$ cat src/rtl/irqagg_pkg.sv
package irqagg_pkg;
    localparam int DATA_W = 32;
    localparam int ADDR_W = 12;

    localparam logic [ADDR_W-1:0] OFF_STATUS = 12'h500;
    localparam logic [ADDR_W-1:0] OFF_MASK   = 12'h504;
    localparam logic [ADDR_W-1:0] OFF_ENABLE = 12'h508;

    localparam int BIT_IN_LO  = 0;
    localparam int BIT_OUT_LO = 4;
    localparam int BIT_IN_OOD = 9;
    localparam int BIT_EXT    = 25;
    localparam int BIT_ABORT  = 26;

    function automatic logic [DATA_W-1:0] impl_bits();
        logic [DATA_W-1:0] m;
        m = '0;
        for (int i = 0; i < 4; i++) begin
            m[BIT_IN_LO + i]  = 1'b1;
            m[BIT_OUT_LO + i] = 1'b1;
        end
        m[BIT_IN_OOD] = 1'b1;
        m[BIT_EXT]    = 1'b1;
        m[BIT_ABORT]  = 1'b1;
        return m;
    endfunction

    localparam logic [DATA_W-1:0] IMPL_MASK = impl_bits();
endpackage

$ cat src/rtl/irqagg_sync.sv
module irqagg_sync #(
    parameter int STAGES = 2
) (
    input  logic clk,
    input  logic rst_n,
    input  logic async_i,
    output logic sync_o
);
    logic [STAGES-1:0] chain_q;

    always_ff @(posedge clk) begin
        if (!rst_n) chain_q <= '0;
        else        chain_q <= {chain_q[STAGES-2:0], async_i};
    end

    assign sync_o = chain_q[STAGES-1];
endmodule

$ cat src/rtl/irqagg_status.sv
module irqagg_status #(
    parameter int            W    = 32,
    parameter logic [W-1:0]  IMPL = '1
) (
    input  logic         clk,
    input  logic         rst_n,
    input  logic [W-1:0] set_i,
    input  logic [W-1:0] clr_i,
    output logic [W-1:0] stat_o
);
    logic [W-1:0] stat_q;

    always_ff @(posedge clk) begin
        if (!rst_n) stat_q <= '0;
        else        stat_q <= ((stat_q & ~clr_i) | set_i) & IMPL;
    end

    assign stat_o = stat_q;

    assert_w1c_clears_R4: assert property (@(posedge clk) disable iff (!rst_n)
        ((clr_i & ~set_i) != '0) |=> ((stat_q & $past(clr_i & ~set_i)) == '0));

    assert_event_wins_R5: assert property (@(posedge clk) disable iff (!rst_n)
        ((set_i & IMPL) != '0) |=> ((stat_q & $past(set_i & IMPL)) == $past(set_i & IMPL)));
endmodule

$ cat src/rtl/irqagg_prio.sv
module irqagg_prio #(
    parameter int W  = 32,
    localparam int IW = $clog2(W)
) (
    input  logic          clk,
    input  logic          rst_n,
    input  logic [W-1:0]  req_i,
    output logic          any_o,
    output logic [IW-1:0] idx_o
);
    always_comb begin
        any_o = |req_i;
        idx_o = '0;
        for (int i = W - 1; i >= 0; i--) begin
            if (req_i[i]) idx_o = IW'(i);
        end
    end

    assert_idx_is_set_R10: assert property (@(posedge clk) disable iff (!rst_n)
        any_o |-> req_i[idx_o]);

    assert_idx_is_lowest_R10: assert property (@(posedge clk) disable iff (!rst_n)
        any_o |-> ((req_i & ((W'(1) << idx_o) - W'(1))) == '0));
endmodule

$ cat src/rtl/irqagg_top.sv
module irqagg_top
    import irqagg_pkg::*;
#(
    parameter int SYNC_STAGES = 2,
    localparam int IDX_W = $clog2(DATA_W)
) (
    input  logic              clk,
    input  logic              rst_n,
    input  logic              wr_en,
    input  logic              rd_en,
    input  logic [ADDR_W-1:0] addr,
    input  logic [DATA_W-1:0] wr_data,
    output logic [DATA_W-1:0] rd_data,
    output logic              rd_valid,
    input  logic [3:0]        desc_in_evt,
    input  logic              desc_in_ood,
    input  logic [3:0]        desc_out_evt,
    input  logic              ext_irq_async,
    input  logic              bus_abort_evt,
    output logic              cpu_irq,
    output logic              pend_any,
    output logic [IDX_W-1:0]  pend_idx
);
    logic              ext_sync;
    logic [DATA_W-1:0] set_vec;
    logic [DATA_W-1:0] clr_vec;
    logic [DATA_W-1:0] status;
    logic [DATA_W-1:0] mask_q;
    logic              gen_en_q;
    logic [DATA_W-1:0] pending;
    logic [DATA_W-1:0] rd_mux;

    irqagg_sync #(.STAGES(SYNC_STAGES)) u_sync (
        .clk     (clk),
        .rst_n   (rst_n),
        .async_i (ext_irq_async),
        .sync_o  (ext_sync)
    );

    always_comb begin
        set_vec = '0;
        set_vec[BIT_IN_LO  +: 4] = desc_in_evt;
        set_vec[BIT_OUT_LO +: 4] = desc_out_evt;
        set_vec[BIT_IN_OOD]      = desc_in_ood;
        set_vec[BIT_EXT]         = ext_sync;
        set_vec[BIT_ABORT]       = bus_abort_evt;
    end

    assign clr_vec = (wr_en && addr == OFF_STATUS) ? wr_data : '0;

    irqagg_status #(.W(DATA_W), .IMPL(IMPL_MASK)) u_status (
        .clk    (clk),
        .rst_n  (rst_n),
        .set_i  (set_vec),
        .clr_i  (clr_vec),
        .stat_o (status)
    );

    always_ff @(posedge clk) begin
        if (!rst_n) begin
            mask_q   <= '0;
            gen_en_q <= 1'b0;
        end else if (wr_en) begin
            if (addr == OFF_MASK)   mask_q   <= wr_data & IMPL_MASK;
            if (addr == OFF_ENABLE) gen_en_q <= wr_data[0];
        end
    end

    assign pending = status & mask_q;

    irqagg_prio #(.W(DATA_W)) u_prio (
        .clk   (clk),
        .rst_n (rst_n),
        .req_i (pending),
        .any_o (pend_any),
        .idx_o (pend_idx)
    );

    assign cpu_irq = gen_en_q & pend_any;

    always_comb begin
        unique case (addr)
            OFF_STATUS: rd_mux = status;
            OFF_MASK:   rd_mux = mask_q;
            OFF_ENABLE: rd_mux = {{(DATA_W-1){1'b0}}, gen_en_q};
            default:    rd_mux = '0;
        endcase
    end

    always_ff @(posedge clk) begin
        if (!rst_n) begin
            rd_data  <= '0;
            rd_valid <= 1'b0;
        end else begin
            rd_valid <= rd_en;
            if (rd_en) rd_data <= rd_mux;
        end
    end

    assert_status_impl_R11: assert property (@(posedge clk) disable iff (!rst_n)
        (status & ~IMPL_MASK) == '0);

    assert_irq_needs_enable_R9: assert property (@(posedge clk) disable iff (!rst_n)
        cpu_irq |-> (gen_en_q && (status & mask_q) != '0));

    assert_rd_strobe_R2: assert property (@(posedge clk) disable iff (!rst_n)
        rd_en |=> rd_valid);
endmodule

$ cat config.mk
export PLATFORM = sky130hd
export DESIGN_NAME = irqagg_top
export DESIGN_NICKNAME = d
export VERILOG_FILES = /design/src/rtl/irqagg_pkg.sv /design/src/rtl/irqagg_sync.sv /design/src/rtl/irqagg_status.sv /design/src/rtl/irqagg_prio.sv /design/src/rtl/irqagg_top.sv
export SDC_FILE = /design/constraint.sdc
export NUM_CORES = 1
export LEC_CHECK = 0
export BUFFER_PORTS_ARGS = -buffer_cell sky130_fd_sc_hd__buf_2
export CAP_MARGIN = 5
export CORE_ASPECT_RATIO = 0.7
export CORE_MARGIN = 2
export CORE_UTILIZATION = 45
export DETAILED_ROUTE_END_ITERATION = 8
export GPL_TIMING_DRIVEN = 1
export PLACE_DENSITY_LB_ADDON = 0.15
export SLEW_MARGIN = 20
export SYNTH_ARGS = -nofsm -noshare
export SYNTH_HDL_FRONTEND = slang
export SYNTH_SLANG_ARGS = --single-unit
$ cat constraint.sdc
create_clock -name clk -period 1.25 [get_ports clk]
set_input_delay 0.0625 -clock clk [delete_from_list [all_inputs] [get_ports clk]]
set_output_delay 0.0625 -clock clk [all_outputs]
set_load 0.02 [all_outputs]
==> reports/qor.csv, run 1 <==
metric,value,unit
fin_cells,367,
fp.dieW,81.5,um
syn2layout_area_growth,39.7,%
powerDensity,881,nW/um^2
fin_crit,1.52,ns
cp.required,1.19,ns
cp-start-kind,flip-flop,
grt-ovfl-total,0,
clk_path_buf_depth,2,
syn_area,1890,sq um
synth_seq_cells,37,
synth_cell_types,33,
cp-end-kind,output pin,
synthCells,218,
n_antenna_cell,0,
start_util,47.7,%
synth_top_area_cell,dfxtp_1,
io_pins,99,
cts_buffers,5,
yosys-top-cells-area,"dfxtp_1 (39%), mux2i_1 (12%), nand2_1 (8.9%)",
rows,19,
rsz0062_at_grt,yes,
grt_pass1_wl,7180,um
die_h,58.2,um
root_buffer,clkbuf_8,
crit_fanout,4,
drv_cap,0,
period_share,122,%
seq_area_frac_synth,39.2,%
synth_edf_count,0,
fin_ws,-0.272,ns
wl_per_cell,12.6,um
ys.flop_type,dfxtp_1,
track_usage,20.3,%
yosys_warnings,0,
drv_slew,0,
remaining_drc_errors,0,
viasPerCell,4.75,
vias,1742,
antenna_found_initial,0,
irDropWorstVdd,0.701,mV
skew,0.00713,ns
routed_wl,4630,um
core_area,3970,sq um
final-hold-violation-count,0,
violations,negative setup slack,
p_leak,1.27,nW
die-area,4750,sq um
worst-setup-path-type,reg2out,
gp_congestion,0.815,
tritoncts,yes,
dr.pass1.iters,4,
clock-sinks,37,
postPlaceCellArea,2330,sq um
crit_path_cell_trace,"a22oi_2, nand4_1, or2_4, buf_6",
maxClockFrequency,0.657,GHz
crit_slowest_cell,dfxtp_2,
avgSynthCellArea,8.68,sq um
p_total,0.00233,W
synth_commonest_cells,"nand2_1 (45), dfxtp_1 (37), mux2i_1 (23), buf_4 (22), o21ai_0 (22)",
final_nets,375,
port_buffers,56,
drive_above_1_share,36.8,%
insertion_delay,0.29,ns
cts_max_level,2,
setup-violations-final,7,
first_iter_violations,78,
arrival,1.46,ns
synth.most_common_cell,nand2_1,
relSlewSlack,52.4,%
clk_pin_slew,0.07,ns
grt_max_degree,37,
async_reset_ff_share,0,%
final_area,2640,sq um
synth_top_area_share,39.2,%
setup_tns,-1.50,ns
timing.hold.ws,0.0250,ns
first_global_vias,1565,
tightest_slew,0.713,ns
slowest_delay,0.33,ns
status,finished with violations,
place_inst,345,
min_path_type,in2reg,
dp_hpwl,3370,um
final_antenna_net_count,0,
[state kept, by name, indices dropped and copies added (netlist names)]
signal / cells
rd_data: 11
u_status.stat_o: 11
gen_en_q: 1
mask_q: 11
u_sync.chain_q: 2
rd_valid: 1
[power by group]
part	switching [W]	leakage (nW)	total (W)	internal, W
Clock	0.000396	0.0399	0.000763	0.000366
Combinational	0.000189	0.924	0.000339	0.000150
Sequential	0.0000203	0.304	0.00123	0.00121
[metrics by stage]
stage | utilization, % | setup WS (ns)
finish | 66.6 | -0.272
global route | 66.6 | -0.330
CTS | 65.7 | -0.312
detailed placement | 58.8 | -0.143
global placement | 58.8 | -0.129
floorplan | - | 0.0178
[kinds of logic (layout without fill, tap and decap cells)]
group,count (synthesis),in the layout,synth area share (%)
AO/OA/AOI/OAI,49,49,15.8
AND/OR/NAND/NOR,67,67,19.2
flip-flops,37,37,39.2
other,1,21,0.198
buffers and inverters,41,118,13.5
multiplexers,23,23,12.2
[path summary, 6_finish.rpt]
kind / from / slack (ns) / cells past startpoint / to
worst min-delay path: desc_in_evt[2] / 0.03 / 3 / u_status.stat_o[2]
worst max register to register: mask_q[6] / 0.16 / 5 / rd_data[6]
worst min register to register: u_sync.chain_q[0] / 0.44 / 1 / u_sync.chain_q[1]
worst max-delay path: mask_q[7] / -0.27 / 4 / pend_any
[cell usage in the layout (no fill, tap or decap), types with 2 or more instances in the layout]
cell,n
buf_4,34
dlygate4sd3_1,12
nor2b_1,2
inv_1,11
conb_1,21
dfxtp_1,33
clkbuf_8,5
a31oi_1,11
dfxtp_2,4
and3b_1,3
nand4_1,2
buf_6,5
nand2_1,44
o21ai_0,21
buf_2,49
and2_1,4
o21a_1,3
a22oi_2,5
mux2i_1,23
[what timing repair did]
action | 4_1_cts | 5_1_grt
hold endpoints to repair | 12 | 0
setup endpoints to repair | 7 | 7
resized for setup | 24 | 4
pin swaps | 6 | 8
setup buffers | 1 | 3
hold buffers | 12 | 0
[area by class of cell]
cell class	count	area [sq um]
timing repair buffer	101	697
fill	356	1330
inverter	11	41.3
clock inverter	1	5.00
multi-input combinational	160	1020
tap	52	65.1
sequential	37	746
clock buffer	5	68.8
[layer usage]
metal	track usage [%]	wire, um	up-vias
met5	0	0	-
met4	5.08	35	0
met3	4.67	256	5
met2	30.7	1930	48
met1	29.1	2410	780
li1	-	-	909
[critical path, delay by kind of cell (launching register included)]
family | cells | cell delay (ns)
flops | 1 | 0.33
buf+inv | 1 | 0.13
simple gates | 2 | 0.49
compound gates | 1 | 0.22
No activity file was read; power rests on OpenSTA's default activity.
==> inputs of run 2 (changes only) <==
REMOVE_ABC_BUFFERS = 1   (was unset)
==> reports/qor.csv, run 2 (same netlist as run 1, synthesis figures left out) <==
metric,value,unit
status,finished with violations,
violations,negative setup slack,
grt_max_degree,37,
port_buffers,56,
final_cell_mix,"buf_2 (49), nand2_1 (44), buf_4 (30)",
remaining_drc_errors,0,
cp-start-kind,flip-flop,
routed_wl,4810,um
viasPerCell,4.87,
wl_met2,2140,um
crit_slowest_cell,dfxtp_2,
grt_pass1_wl,7410,um
wl_per_cell,13.2,um
p_sw_share,24.1,%
p_total,0.00263,W
power_frac_clock,41.1,%
period_share,127,%
antenna_found_initial,0,
gp_congestion,0.849,
netSwitchingPower,0.000635,W
top_layer,met4,
skew,0.00411,ns
critical_path_buf_inv_count,1,
syn2layout_area_growth,41.8,%
share_seq_of_total_power,46.7,%
first_iter_violations,62,
core_area,3970,sq um
start_util,47.7,%
crit_fanout,4,
dr.pass1.iters,4,
drv_cap,0,
min_path_type,in2reg,
worst-setup-path-type,reg2out,
cp.required,1.19,ns
maxClockFrequency,0.631,GHz
cp_top_family,simple AND/OR/NAND/NOR gates,
irDropWorstVdd,0.628,mV
relSlewSlack,35.2,%
final-hold-violation-count,0,
track_usage,20.8,%
crit_path_cell_trace,"a22oi_2, nand4_1, or2_4, buf_6",
die_h,58.2,um
cts_buffers,5,
drive_above_1_share,38.2,%
clock-sinks,37,
final_common_cell,buf_2,
rows,19,
insertion_delay,0.29,ns
drv_slew,0,
final_nets,372,
intPower,0.00200,W
tightest_slew,0.970,ns
setup_tns,-1.84,ns
clk_path_buf_depth,2,
io_pins,99,
fin_ws,-0.335,ns
grt-ovfl-total,0,
final_area,2680,sq um
root_buffer,clkbuf_8,
vias,1783,
first_global_vias,1613,
route.layer.met1.wl,2360,um
fin_crit,1.58,ns
n_antenna_cell,0,
postPlaceCellArea,2300,sq um
dp_hpwl,3260,um
arrival,1.52,ns
cts_max_level,2,
die-area,4750,sq um
timing.hold.ws,0.0128,ns
p_comb_share,12.2,%
p_leak,1.27,nW
tritoncts,yes,
wl_met3,292,um
powerDensity,981,nW/um^2
cp-end-kind,output pin,
fp.dieW,81.5,um
clk_pin_slew,0.08,ns
final_antenna_net_count,0,
rsz0062_at_grt,yes,
nFillCells,333,
slowest_delay,0.33,ns
setup-violations-final,7,
[run 2: changes by cell type in the layout (fill, tap and decap cells not counted), sizes merged]
cell,before,now
bufinv,0,1
clkinv,1,0
clkbuf,5,7
buf,89,86
[run 2: worst register-to-register path: stages (launching register included)]
cell     delay, ns
dfxtp_1       0.36
buf_4         0.14
mux2i_1       0.07
o21a_1        0.19
o31ai_1       0.20
[run 2: power by group through the flow]
stage	clock, W	combinational [W]	sequential [W]
after floorplan	0	0.000130	0.00126
after global placement	0	0.000283	0.00125
after detailed placement	0	0.000283	0.00125
after CTS	0.00110	0.000318	0.00123
after global routing	0.00115	0.000355	0.00123
final	0.00108	0.000320	0.00123
[run 2: repair_timing]
action,CTS,global route
hold endpoints to repair,12,0
gates resized for setup,27,12
hold buffers,12,0
setup buffers,4,1
endpoints found under the setup margin,7,7
pin swaps,9,8
[run 2: path summary, 6_finish.rpt]
path                      startpoint            endpoint  slack, ns  depth (start not counted)
setup reg to reg           mask_q[0]          rd_data[0]       0.21                          4
setup / recovery  u_status.stat_o[7]            pend_any      -0.33                          4
hold / removal        desc_in_evt[3]  u_status.stat_o[3]       0.01                          3
hold reg to reg    u_sync.chain_q[0]   u_sync.chain_q[1]       0.43                          1
[run 2: per-stage QoR]
step	setup WS, ns	cells	util, %
2_1_floorplan	-0.170	208	-
3_3_place_gp	-0.0851	341	57.9
3_5_place_dp	-0.117	341	57.9
4_1_cts	-0.339	365	66.7
5_1_grt	-0.423	366	67.6
6_report	-0.335	366	67.6
[run 2: per-layer routing]
metal,vias up,global-route usage [%]
met5,-,0
met1,805,27.9
li1,908,-
met4,0,4.36
met2,65,34.2
met3,5,5.14
[run 2: layout make-up]
| cell class | count | area, sq um | share of cell area (%) |
|---|---|---|---|
| multi-input cells | 160 | 1020 | 38.2 |
| inverters | 11 | 41.3 | 1.54 |
| well taps | 52 | 65.1 | 2.43 |
| clock inverters | 1 | 30.0 | 1.12 |
| repair buffers | 98 | 678 | 25.3 |
| flip-flops and latches | 37 | 758 | 28.3 |
| clock buffers | 7 | 86.3 | 3.22 |
==> inputs of run 3 (changes only) <==
ABC_AREA = 1   (was unset)
CORE_UTILIZATION = 33   (was 45)
clock period = 1.7 ns   (was 1.25 ns; I/O delays follow)
==> reports/qor.csv, run 3 <==
metric,value,unit
grt_pass1_wl,7490,um
drv_slew,0,
avgSynthCellArea,6.65,sq um
fin_cells,410,
synth_top_area_cell,dfxtp_1,
synth.most_common_cell,nand2_1,
gp_congestion,0.757,
wl_per_cell,11.4,um
cp-end-kind,output pin,
vias,1813,
final_area,2310,sq um
grt-ovfl-total,0,
fp.dieW,93.3,um
clk_pin_slew,0.07,ns
rrSetupSlack,0.89,ns
synth_edf_count,0,
crit_fanout,4,
final_nets,396,
cp.required,1.62,ns
min_path_type,in2reg,
synth_cell_types,20,
rsz0062_at_grt,no,
cts_buffers,5,
powerDensity,810,nW/um^2
yosys_warnings,0,
tritoncts,yes,
synth_commonest_cells,"nand2_1 (74), nor2_1 (48), dfxtp_1 (37), nand3_1 (30), a21oi_1 (24)",
root_buffer,clkbuf_8,
rows,22,
final_common_cell,nand2_1,
nFillCells,599,
async_reset_ff_share,0,%
antenna_found_initial,0,
viasPerCell,4.42,
setup_tns,0,ns
rr_endpoint,rd_data[2],
drive_above_1_share,23.1,%
syn_area,1840,sq um
synth_top_area_share,40.2,%
r2r_start,u_status.stat_o[2],
final-hold-violation-count,0,
seq_area_frac_synth,40.2,%
cts_max_level,2,
period_share,87.9,%
syn2layout_area_growth,25.3,%
cp-start-kind,flip-flop,
postPlaceCellArea,2140,sq um
clk_path_buf_depth,2,
min_path_cells,3,
clock-sinks,37,
place_inst,398,
critPathLaunch,u_status.stat_o[9],
remaining_drc_errors,0,
io_pins,99,
status,finished clean,
ys.flop_type,dfxtp_1,
final_antenna_net_count,0,
dp_hpwl,3400,um
insertion_delay,0.29,ns
p_leak,1.17,nW
port_buffers,56,
core_area,5310,sq um
setup-violations-final,0,
dr.pass1.iters,4,
arrival,1.41,ns
routed_wl,4690,um
fin_ws,0.206,ns
drv_cap,0,
worst-setup-path-type,reg2out,
maxClockFrequency,0.669,GHz
die-area,6200,sq um
irDropWorstVdd,0.469,mV
synth_seq_cells,37,
timing.hold.ws,0.00489,ns
track_usage,15.9,%
worstSetupEndpoint,pend_idx[0],
start_util,34.7,%
final_cell_mix,"nand2_1 (74), buf_2 (56), nor2_1 (48)",
rr_worst_depth,4,
first_global_vias,1642,
skew,0.00599,ns
dp_slack,0.389,ns
die_h,66.5,um
first_iter_violations,97,
n_antenna_cell,0,
synthCells,277,
yosys-top-cells-area,"dfxtp_1 (40%), nand2_1 (15%), nor2_1 (9.8%)",
grt_max_degree,26,
fin_crit,1.49,ns
[run 3: worst min-delay path by stage]
| stage | from | end | slack, ns |
|---|---|---|---|
| after floorplan | rd_en | rd_valid | 0.18 |
| after global placement | ext_irq_async | u_sync.chain_q[0] | 0.27 |
| after detailed placement | ext_irq_async | u_sync.chain_q[0] | 0.27 |
| after CTS | desc_in_evt[1] | u_status.stat_o[1] | 0.0001 |
| after global routing | desc_in_evt[1] | u_status.stat_o[1] | 0.01 |
| final | bus_abort_evt | u_status.stat_o[26] | 0.005 |
[run 3: worst max-delay path, cell delays in order, from the launching register on]
cell and delay [ns]:
dfxtp_2 0.37, nand2_1 0.10, nand3_1 0.08, nand2_1 0.05, nand2_1 0.05, nand2_1 0.04
nand2_1 0.05, nand2_1 0.04, a21boi_0 0.15, buf_2 0.19
[run 3: cell type report]
type	count	area [sq um]	area share [%]
Inverter	11	41.3	1.79
Sequential cell	37	746	32.3
Clock inverter	2	37.5	1.63
Multi-Input combinational cell	216	920	39.9
Tap cell	72	90.1	3.90
Timing Repair Buffer	66	390	16.9
Clock buffer	6	82.6	3.58
[run 3: routing by layer]
layer,track usage [%],share of wire [%]
met3,3.85,7.0
met2,25.7,44
met4,4.41,0.49
met5,0,0
met1,21.2,49
[run 3: power by group]
part / total, W / internal, W / switching, W
Sequential: 0.000907 / 0.000889 / 0.0000177
Combinational: 0.000163 / 0.0000574 / 0.000106
Clock: 0.000800 / 0.000477 / 0.000322
[run 3: metrics by stage]
step / power [W] / utilization [%]
after floorplan: 0.00100 / -
after global placement: 0.00108 / 40.3
after detailed placement: 0.00108 / 40.3
after CTS: 0.00189 / 43.3
after global routing: 0.00196 / 43.4
final: 0.00187 / 43.4
[run 3: what timing repair did]
action / in CTS / in global routing
endpoints found under the hold margin: 4 / 0
endpoints found under the setup margin: 0 / 1
hold buffers: 4 / 0
setup buffers: 0 / 0
gates resized for setup: 0 / 4
[run 3: cell families (layout without fill, tap and decap cells)]
group,Yosys count,in the layout,synth area share (%)
AOI/OAI and AO/OA,37,37,10.4
buffers and inverters,44,85,13.9
DFF,37,37,40.2
other,1,21,0.204
and+or+nand+nor,158,158,35.3
